### src/rtl/lsu_lane_pkg.sv
package lsu_lane_pkg;
    localparam int XLEN    = 32;
    localparam int NLANES  = XLEN / 8;
    localparam int LO_W    = $clog2(NLANES);

    typedef enum logic [1:0] {
        ACC_BYTE = 2'd0,
        ACC_HALF = 2'd1,
        ACC_WORD = 2'd2,
        ACC_RSVD = 2'd3
    } acc_size_e;

    typedef struct packed {
        logic              err;
        logic [NLANES-1:0] be;
        logic [XLEN-1:0]   wdata;
        logic [XLEN-1:0]   ldata;
    } lane_res_t;

    function automatic logic is_misaligned(acc_size_e sz, logic [LO_W-1:0] lo);
        case (sz)
            ACC_BYTE: return 1'b0;
            ACC_HALF: return lo[0];
            ACC_WORD: return |lo;
            default:  return 1'b1;
        endcase
    endfunction
endpackage

### src/rtl/lsu_align_check.sv
module lsu_align_check
    import lsu_lane_pkg::*;
#(
    parameter int LW = LO_W
) (
    input  acc_size_e       size,
    input  logic [LW-1:0]   lo,
    output logic            err
);
    always_comb err = is_misaligned(size, lo);
endmodule

### src/rtl/lsu_load_extend.sv
module lsu_load_extend
    import lsu_lane_pkg::*;
#(
    parameter int DW = XLEN,
    localparam int LW = $clog2(DW / 8)
) (
    input  acc_size_e       size,
    input  logic            uns,
    input  logic [LW-1:0]   lo,
    input  logic [DW-1:0]   rdata,
    output logic [DW-1:0]   result
);
    logic [7:0]  sel_b;
    logic [15:0] sel_h;
    logic        fill_b, fill_h;

    always_comb begin
        sel_b  = rdata[{lo, 3'b000} +: 8];
        sel_h  = rdata[{lo[LW-1:1], 4'b0000} +: 16];
        fill_b = ~uns & sel_b[7];
        fill_h = ~uns & sel_h[15];
        case (size)
            ACC_BYTE: result = {{(DW-8){fill_b}}, sel_b};
            ACC_HALF: result = {{(DW-16){fill_h}}, sel_h};
            ACC_WORD: result = rdata;
            default:  result = '0;
        endcase
    end
endmodule

### src/rtl/lsu_store_format.sv
module lsu_store_format
    import lsu_lane_pkg::*;
#(
    parameter int DW = XLEN,
    localparam int NL = DW / 8,
    localparam int LW = $clog2(NL)
) (
    input  acc_size_e       size,
    input  logic [LW-1:0]   lo,
    input  logic [DW-1:0]   src,
    output logic [NL-1:0]   be,
    output logic [DW-1:0]   wdata
);
    for (genvar g = 0; g < NL; g++) begin : g_lane
        localparam logic [LW-1:0] LANE = LW'(g);
        always_comb begin
            case (size)
                ACC_BYTE: begin
                    wdata[g*8 +: 8] = src[7:0];
                    be[g]           = (lo == LANE);
                end
                ACC_HALF: begin
                    wdata[g*8 +: 8] = src[(g%2)*8 +: 8];
                    be[g]           = (lo[LW-1:1] == LANE[LW-1:1]);
                end
                ACC_WORD: begin
                    wdata[g*8 +: 8] = src[g*8 +: 8];
                    be[g]           = 1'b1;
                end
                default: begin
                    wdata[g*8 +: 8] = '0;
                    be[g]           = 1'b0;
                end
            endcase
        end
    end
endmodule

### src/rtl/ldst_lane_unit.sv
module ldst_lane_unit
    import lsu_lane_pkg::*;
#(
    parameter int DW = XLEN,
    localparam int NL = DW / 8,
    localparam int LW = $clog2(NL)
) (
    input  logic          clk,
    input  logic          rst,
    input  logic          in_valid,
    input  logic          is_store,
    input  logic [1:0]    op_size,
    input  logic          op_unsigned,
    input  logic [LW-1:0] addr_lo,
    input  logic [DW-1:0] mem_rdata,
    input  logic [DW-1:0] src_data,
    output logic          out_valid,
    output logic [DW-1:0] ld_result,
    output logic [NL-1:0] be,
    output logic [DW-1:0] wdata,
    output logic          misalign
);
    acc_size_e     size;
    logic          err_c;
    logic [DW-1:0] ld_c, wd_c;
    logic [NL-1:0] be_c;
    lane_res_t     nxt, cur;
    logic          vld_q;

    assign size = acc_size_e'(op_size);

    lsu_align_check #(.LW(LW)) u_chk (
        .size(size), .lo(addr_lo), .err(err_c)
    );

    lsu_load_extend #(.DW(DW)) u_ld (
        .size(size), .uns(op_unsigned), .lo(addr_lo),
        .rdata(mem_rdata), .result(ld_c)
    );

    lsu_store_format #(.DW(DW)) u_st (
        .size(size), .lo(addr_lo), .src(src_data),
        .be(be_c), .wdata(wd_c)
    );

    always_comb begin
        nxt       = '0;
        nxt.err   = err_c;
        if (!err_c) begin
            if (is_store) begin
                nxt.be    = be_c;
                nxt.wdata = wd_c;
            end else begin
                nxt.ldata = ld_c;
            end
        end
    end

    always_ff @(posedge clk) begin
        if (rst || !in_valid) begin
            cur   <= '0;
            vld_q <= 1'b0;
        end else begin
            cur   <= nxt;
            vld_q <= 1'b1;
        end
    end

    assign out_valid = vld_q;
    assign ld_result = cur.ldata;
    assign be        = cur.be;
    assign wdata     = cur.wdata;
    assign misalign  = cur.err;

    AST_RESULT_NEXT_CYCLE: assert property (@(posedge clk) disable iff (rst)
        in_valid |=> out_valid) else $error("latency");
    AST_IDLE_CLEARS: assert property (@(posedge clk) disable iff (rst)
        !in_valid |=> (!out_valid && be == '0 && ld_result == '0)) else $error("idle");
    AST_ERR_NO_ENABLES: assert property (@(posedge clk) disable iff (rst)
        (out_valid && misalign) |-> (be == '0 && wdata == '0 && ld_result == '0)) else $error("err");
    AST_BYTE_STORE_ONEHOT: assert property (@(posedge clk) disable iff (rst)
        (in_valid && is_store && op_size == 2'd0) |=> ($countones(be) == 1)) else $error("sb");
    AST_WORD_STORE_ALL: assert property (@(posedge clk) disable iff (rst)
        (in_valid && is_store && op_size == 2'd2 && addr_lo == '0) |=> (be == '1 && wdata == $past(src_data))) else $error("sw");
    AST_LBU_ZERO_TOP: assert property (@(posedge clk) disable iff (rst)
        (in_valid && !is_store && op_unsigned && op_size == 2'd0) |=> (ld_result[DW-1:8] == '0)) else $error("lbu");
    AST_LB_SIGN_COPY: assert property (@(posedge clk) disable iff (rst)
        (in_valid && !is_store && !op_unsigned && op_size == 2'd0) |=> (ld_result[DW-1:8] == {(DW-8){ld_result[7]}})) else $error("lb");
    AST_LOAD_NO_WRITE: assert property (@(posedge clk) disable iff (rst)
        (in_valid && !is_store) |=> (be == '0 && wdata == '0)) else $error("ld");
endmodule

### config.mk
export PLATFORM = sky130hd
export DESIGN_NAME = ldst_lane_unit
export DESIGN_NICKNAME = d
export VERILOG_FILES = /design/src/rtl/lsu_lane_pkg.sv /design/src/rtl/lsu_align_check.sv /design/src/rtl/lsu_load_extend.sv /design/src/rtl/lsu_store_format.sv /design/src/rtl/ldst_lane_unit.sv
export SDC_FILE = /design/constraint.sdc
export NUM_CORES = 1
export LEC_CHECK = 0
export BUFFER_PORTS_ARGS = -buffer_cell sky130_fd_sc_hd__buf_2
export CORE_MARGIN = 2
export CORE_UTILIZATION = 40
export DETAILED_ROUTE_END_ITERATION = 7
export PLACE_DENSITY = 0.77
export RECOVER_POWER = 100
export SKIP_LAST_GASP = 1
export SLEW_MARGIN = 20
export SYNTH_ARGS = -nofsm -noshare
export SYNTH_HDL_FRONTEND = slang
export SYNTH_SLANG_ARGS = --single-unit
export TNS_END_PERCENT = 5
### constraint.sdc
create_clock -name clk -period 1.45 [get_ports clk]
set_clock_uncertainty 0.05 [all_clocks]
set_input_delay 0.145 -clock clk [delete_from_list [all_inputs] [get_ports clk]]
set_output_delay 0.145 -clock clk [all_outputs]
set_load 0.01 [all_outputs]
**Word-level counts from Yosys, hierarchy flattened**

Index checks and enable logic that the tools add are counted.

- Bits in registers: 70
- Output and inout bits: 70
- Word-level logic and storage cells: 40

- Equal/unequal tests: 5
- Shifts and indexed selects: 2
- Muxes and demuxes: 10
- Bitwise gates (word level): 6
- Reductions and logical operators: 11

Operators by type and width:

| kind | count |
|---|---|
| $pmux W32 S3 | 1 |
| $pmux W8 S2 | 2 |
| $shiftx A32 B6 Y16 | 1 |
| $shiftx A32 B6 Y8 | 1 |
| $pmux W8 S3 | 1 |
| $pmux W1 S3 | 5 |
| $reduce_or A3 Y1 | 3 |
| $eq A2 B2 Y1 const B | 3 |
| $reduce_or A2 Y1 | 3 |
| $eq A2 B1 Y1 const B | 2 |
| $logic_not A2 Y1 | 2 |
| $not A1 Y1 | 4 |
| $reduce_or A4 Y1 | 1 |
| $and A1 B1 Y1 | 2 |
| $logic_not A1 Y1 | 1 |
| $logic_or A1 B1 Y1 | 1 |
| $mux W1 | 1 |

**Longest topological paths before layout**

- Depth after elaboration: 4
- Depth in mapped cells: 7
- Gate-level depth less buffers: 5

**Modules after synthesis**

From an unflattened synthesis, not the netlist that was laid out.

- Cell total of the unflattened synthesis: 360
- Area total of the unflattened synthesis: 3273.1 sq um

Modules (own cells, without submodules):

| module | instances | cells each | area an instance (sq um) |
|---|---|---|---|
| ldst_lane_unit | 1 | 148 | 1946.9 |
| lsu_load_extend | 1 | 118 | 759.5 |
| lsu_store_format | 1 | 91 | 553.0 |
| lsu_align_check | 1 | 3 | 13.8 |

**Least setup slack after synthesis**

Ideal clock, no wire load.

- Path type: input -> register
- From: in op_size[0]
- To: reg cur (netlist bit wdata[16])
- Setup time: 0.130 ns
- Data arrival time: 1.212 ns
- Data required time: 1.270 ns
- Path slack: 0.059 ns
- Stages: 7
- Path buffers: 2
- Path through: inv_1 ha_1 buf_2 or2_2 clkbuf_1 a22oi_1 nor3_1

- Longest elaborated chain between the ends: 3
- Elaborated cells on any way between the ends: 7
- Those cells by class: 2 x eq/ne; 2 x mux; 3 x reduce/logical

RTL lines:

| item | line | RTL |
|---|---|---|
| from (decl) | ldst_lane_unit.sv:12 | `input logic [1:0] op_size,` |
| $eq A2 B2 Y1, or another cell as far along | lsu_lane_pkg.sv:21, lsu_store_format.sv:17 |  |
| $pmux W1 S3 or $reduce_or A2 Y1 (tied branches) | - |  |
| $reduce_or A3 Y1 (no line) or $pmux W8 S2 (tied branches) | - |  |
| to (signal assigned) | ldst_lane_unit.sv:64 | `cur <= nxt;` |
| to (decl) | ldst_lane_unit.sv:27 | `lane_res_t nxt, cur;` |

Parallel ways exist; a longest one is shown, timed or not.
A chain may end at the register's enable or synchronous reset.

**Worst setup path after layout**

- From: in op_size[0]
- To: reg cur (netlist bit ld_result[0])

- Longest elaborated chain between the ends: 3
- Elaborated cells on any way between the ends: 6
- Those cells by class: 2 x eq/ne; 2 x mux; 2 x reduce/logical

RTL lines:

| item | line | RTL |
|---|---|---|
| $eq A2 B2 Y1, or another cell as far along | lsu_lane_pkg.sv:21, lsu_load_extend.sv:22 |  |
| $pmux W1 S3 | lsu_lane_pkg.sv:21 | `case (sz)` |
| $reduce_or A3 Y1 (no line) | - |  |

Parallel ways exist; a longest one is shown, timed or not.

==> reports/qor.yml <==
place:
  placed_cell_area_um2: 3850
  placed_cells_incl_taps: 544
  hpwl_mm: 6.42
  place_ws_ns: -0.160
  port_buffers: 142
  routabilityCongestion: 0.877
floorplan:
  core_um2: 7210
  pin_count: 143
  die_w_um: 89.9
  dieArea_um2: 8080
  rows: 31
  die_y_um: 89.9
  start_util_pct: 40.9
timing:
  slew_viol_final: 0
  min_period_ns: 1.31
  worst_pin_slew_ns: 0.519
  max_freq_mhz: 766
  fin_crit_sh_pct: 90.1
  tns_ns: 0
  whs_ns: 0.0165
  relSlewSlack_pct: 65.4
  finalHoldViolCount: 0
  fin_ws_ns: 0.144
  rsz0062_at_grt: "false"
  setup_violations: 0
power:
  irDropWorstVdd_uv: 500
  powerDensity_nw_per_um2: 1030
  power.internal_mw: 3.05
  leakage_nw: 1.64
  p_clk_share_pct: 38.7
  p_sw_mw: 1.15
  comb_power_share_pct: 14.6
  switching_share_pct: 27.5
  p_seq_share_pct: 46.8
yosys:
  avgSynthCellArea_um2: 9.34
  synthCells: 316
  ys_seq_area_share_pct: 47.5
  syn_area_um2: 2950
  syn_nets: 395
  synth_cell_type_count: 32
  ys_warn_count: 0
  yosys_register_bits: 70
  yosysTopAreaCellShare_pct: 47.5
  yosysTopAreaCell: "dfxtp_1"
  yosys-top-cells-area: "dfxtp_1 (47%), a221oi_1 (4.7%), a22oi_1 (4.6%)"
grt:
  grt_use_total_pct: 22.6
  antenna_found_initial: 0
  grt_pass1_wl_mm: 14.7
  grt_max_degree: 37
  grt.overflow.total: 0
  grt_pass1_vias: 3021
critical_path:
  cp-end-kind: "register"
  slowest_delay_ns: 0.36
  crit_fanout: 12
  cp_cell_sequence: "buf_2 -> inv_1 -> ha_1 -> buf_4 -> or2_0 -> o211ai_1 -> a31oi_1"
  crit_required_ns: 1.63
  critPathSlowestCell: "or2_0"
  worstSetupPathType: "in2reg"
  crit_arrival_ns: 1.48
  startpoint_type: "primary input"
layout:
  post-route-cell-area_um2: 4080
  final_cell_mix: "buf_2 (72), clkbuf_1 (71), dfxtp_1 (70), nand2_1 (32), nor2_1 (26)"
  area_growth_pct: 38.4
  drive_gt1_share_pct: 25.7
  layout_commonest_cell: "buf_2"
  finalNonFillerCells: 573
  fin_nets: 548
  antennaDiodeCount: 0
hold_path:
  min_path_cells: 3
  min-delay-start: "src_data[27]"
  hp-class: "in2reg"
  hold_end: "wdata[27]"
cts:
  cts_buffers: 9
  clk_pin_slew_ns: 0.09
  clock_path_buffers: 2
  htree_levels: 3
  cts_sinks: 70
  tritoncts: "done"
  cts_root_buf: "clkbuf_8"
detailed_routing:
  via_count: 3118
  drc: 0
  antenna_left: 0
  drt-initial-drc-count: 252
  routedWlPerCell_um: 16.0
  routed_wl_mm: 9.19
  drt_first_pass_iters: 7
  drt-vias-per-instance: 5.44
run:
  cap_viol_max_count: 0
status:
  status: "complete, no violations"
## final cells by class
type                    instances  area, um2
multi-input cells             202       1360
clock buffers                   9        124
well taps                      99        124
repair buffers                174        955
flip-flops and latches         70       1400
inverters                      12       45.0
fillers                       711       3130
clock inverters                 7       80.1
## per-stage QoR
step / power (mW) / util [%]
after detailed placement: 2.60 / 53.3
after CTS: 4.23 / 58.0
after global placement: 2.58 / 53.3
after global routing: 4.37 / 56.6
final: 4.20 / 56.6
after floorplan: 2.33 / -
## cells by family (layout without fill, tap and decap cells)
| kind of cell | Yosys count | in the layout | synth area share [%] |
|---|---|---|---|
| adder cells (fa/ha/maj) | 6 | 6 | 2.54 |
| AO/OA/AOI/OAI | 104 | 104 | 27.1 |
| AND/OR/NAND/NOR | 81 | 81 | 12.2 |
| flip-flops | 70 | 70 | 47.5 |
| buffers and inverters | 44 | 202 | 6.36 |
| multiplexers | 11 | 11 | 4.32 |
## registers in the layout, indices dropped and copies added (netlist names)
name and cells:
ld_result 32, wdata 32, be 4, misalign 1
out_valid 1
## layer usage
metal	track usage, %	vias to the layer above	share of wire [%]
li1	-	1457	-
met3	6.12	38	7.8
met4	11.7	0	4.2
met2	36.5	167	46
met1	27.8	1456	42
met5	0	-	0
## power groups by stage
stage	clock (mW)	sequential, mW	combinational, mW
after detailed placement	0	2.01	0.586
after global routing	1.74	1.97	0.667
after CTS	1.65	1.96	0.617
after global placement	0	2.01	0.574
final	1.63	1.97	0.612
after floorplan	0	2.03	0.298
## timing repair
item	CTS	global route
setup endpoints to repair	0	1
endpoints found under the hold margin	13	0
gates resized for setup	0	1
hold buffers	13	0
setup buffers	0	0
## critical path, delay by kind of cell
kind | cells | cell delay [ns]
buf+inv | 3 | 0.39
simple gates | 1 | 0.36
compound gates | 2 | 0.35
fa+ha+maj | 1 | 0.23
## synthesized netlist by cell type
cell type,number
o211ai_2,2
ha_1,6
dfxtp_1,70
a221oi_1,16
mux2_4,1
nand2_1,32
nor3b_1,2
buf_2,9
o211ai_1,14
a31oi_1,14
and2_1,3
a21oi_1,6
buf_6,1
nor2_1,26
o21ai_0,7
nor2b_1,3
buf_4,1
a22oi_1,18
a22oi_4,1
a211oi_2,1
nor3_1,8
nor3_2,1
a222oi_1,8
mux2_2,10
clkbuf_1,16
buf_1,5
and2b_1,1
a21boi_0,16
or2_2,2
a32oi_1,1
nand2b_1,3
inv_1,12
## worst max path at each step
| stage | startpoint | to | slack [ns] | depth (start not counted) |
|---|---|---|---|---|
| final | op_size[0] | ld_result[0] | 0.14 | 7 |
| after detailed placement | op_size[1] | ld_result[11] | -0.16 | 7 |
| after global routing | op_size[1] | be[3] | 0.05 | 7 |
| after global placement | op_size[0] | ld_result[29] | -0.16 | 7 |
| after floorplan | op_size[0] | wdata[16] | 0.06 | 7 |
| after CTS | op_size[1] | ld_result[11] | 0.18 | 7 |
No activity file was read; power rests on OpenSTA's default activity.
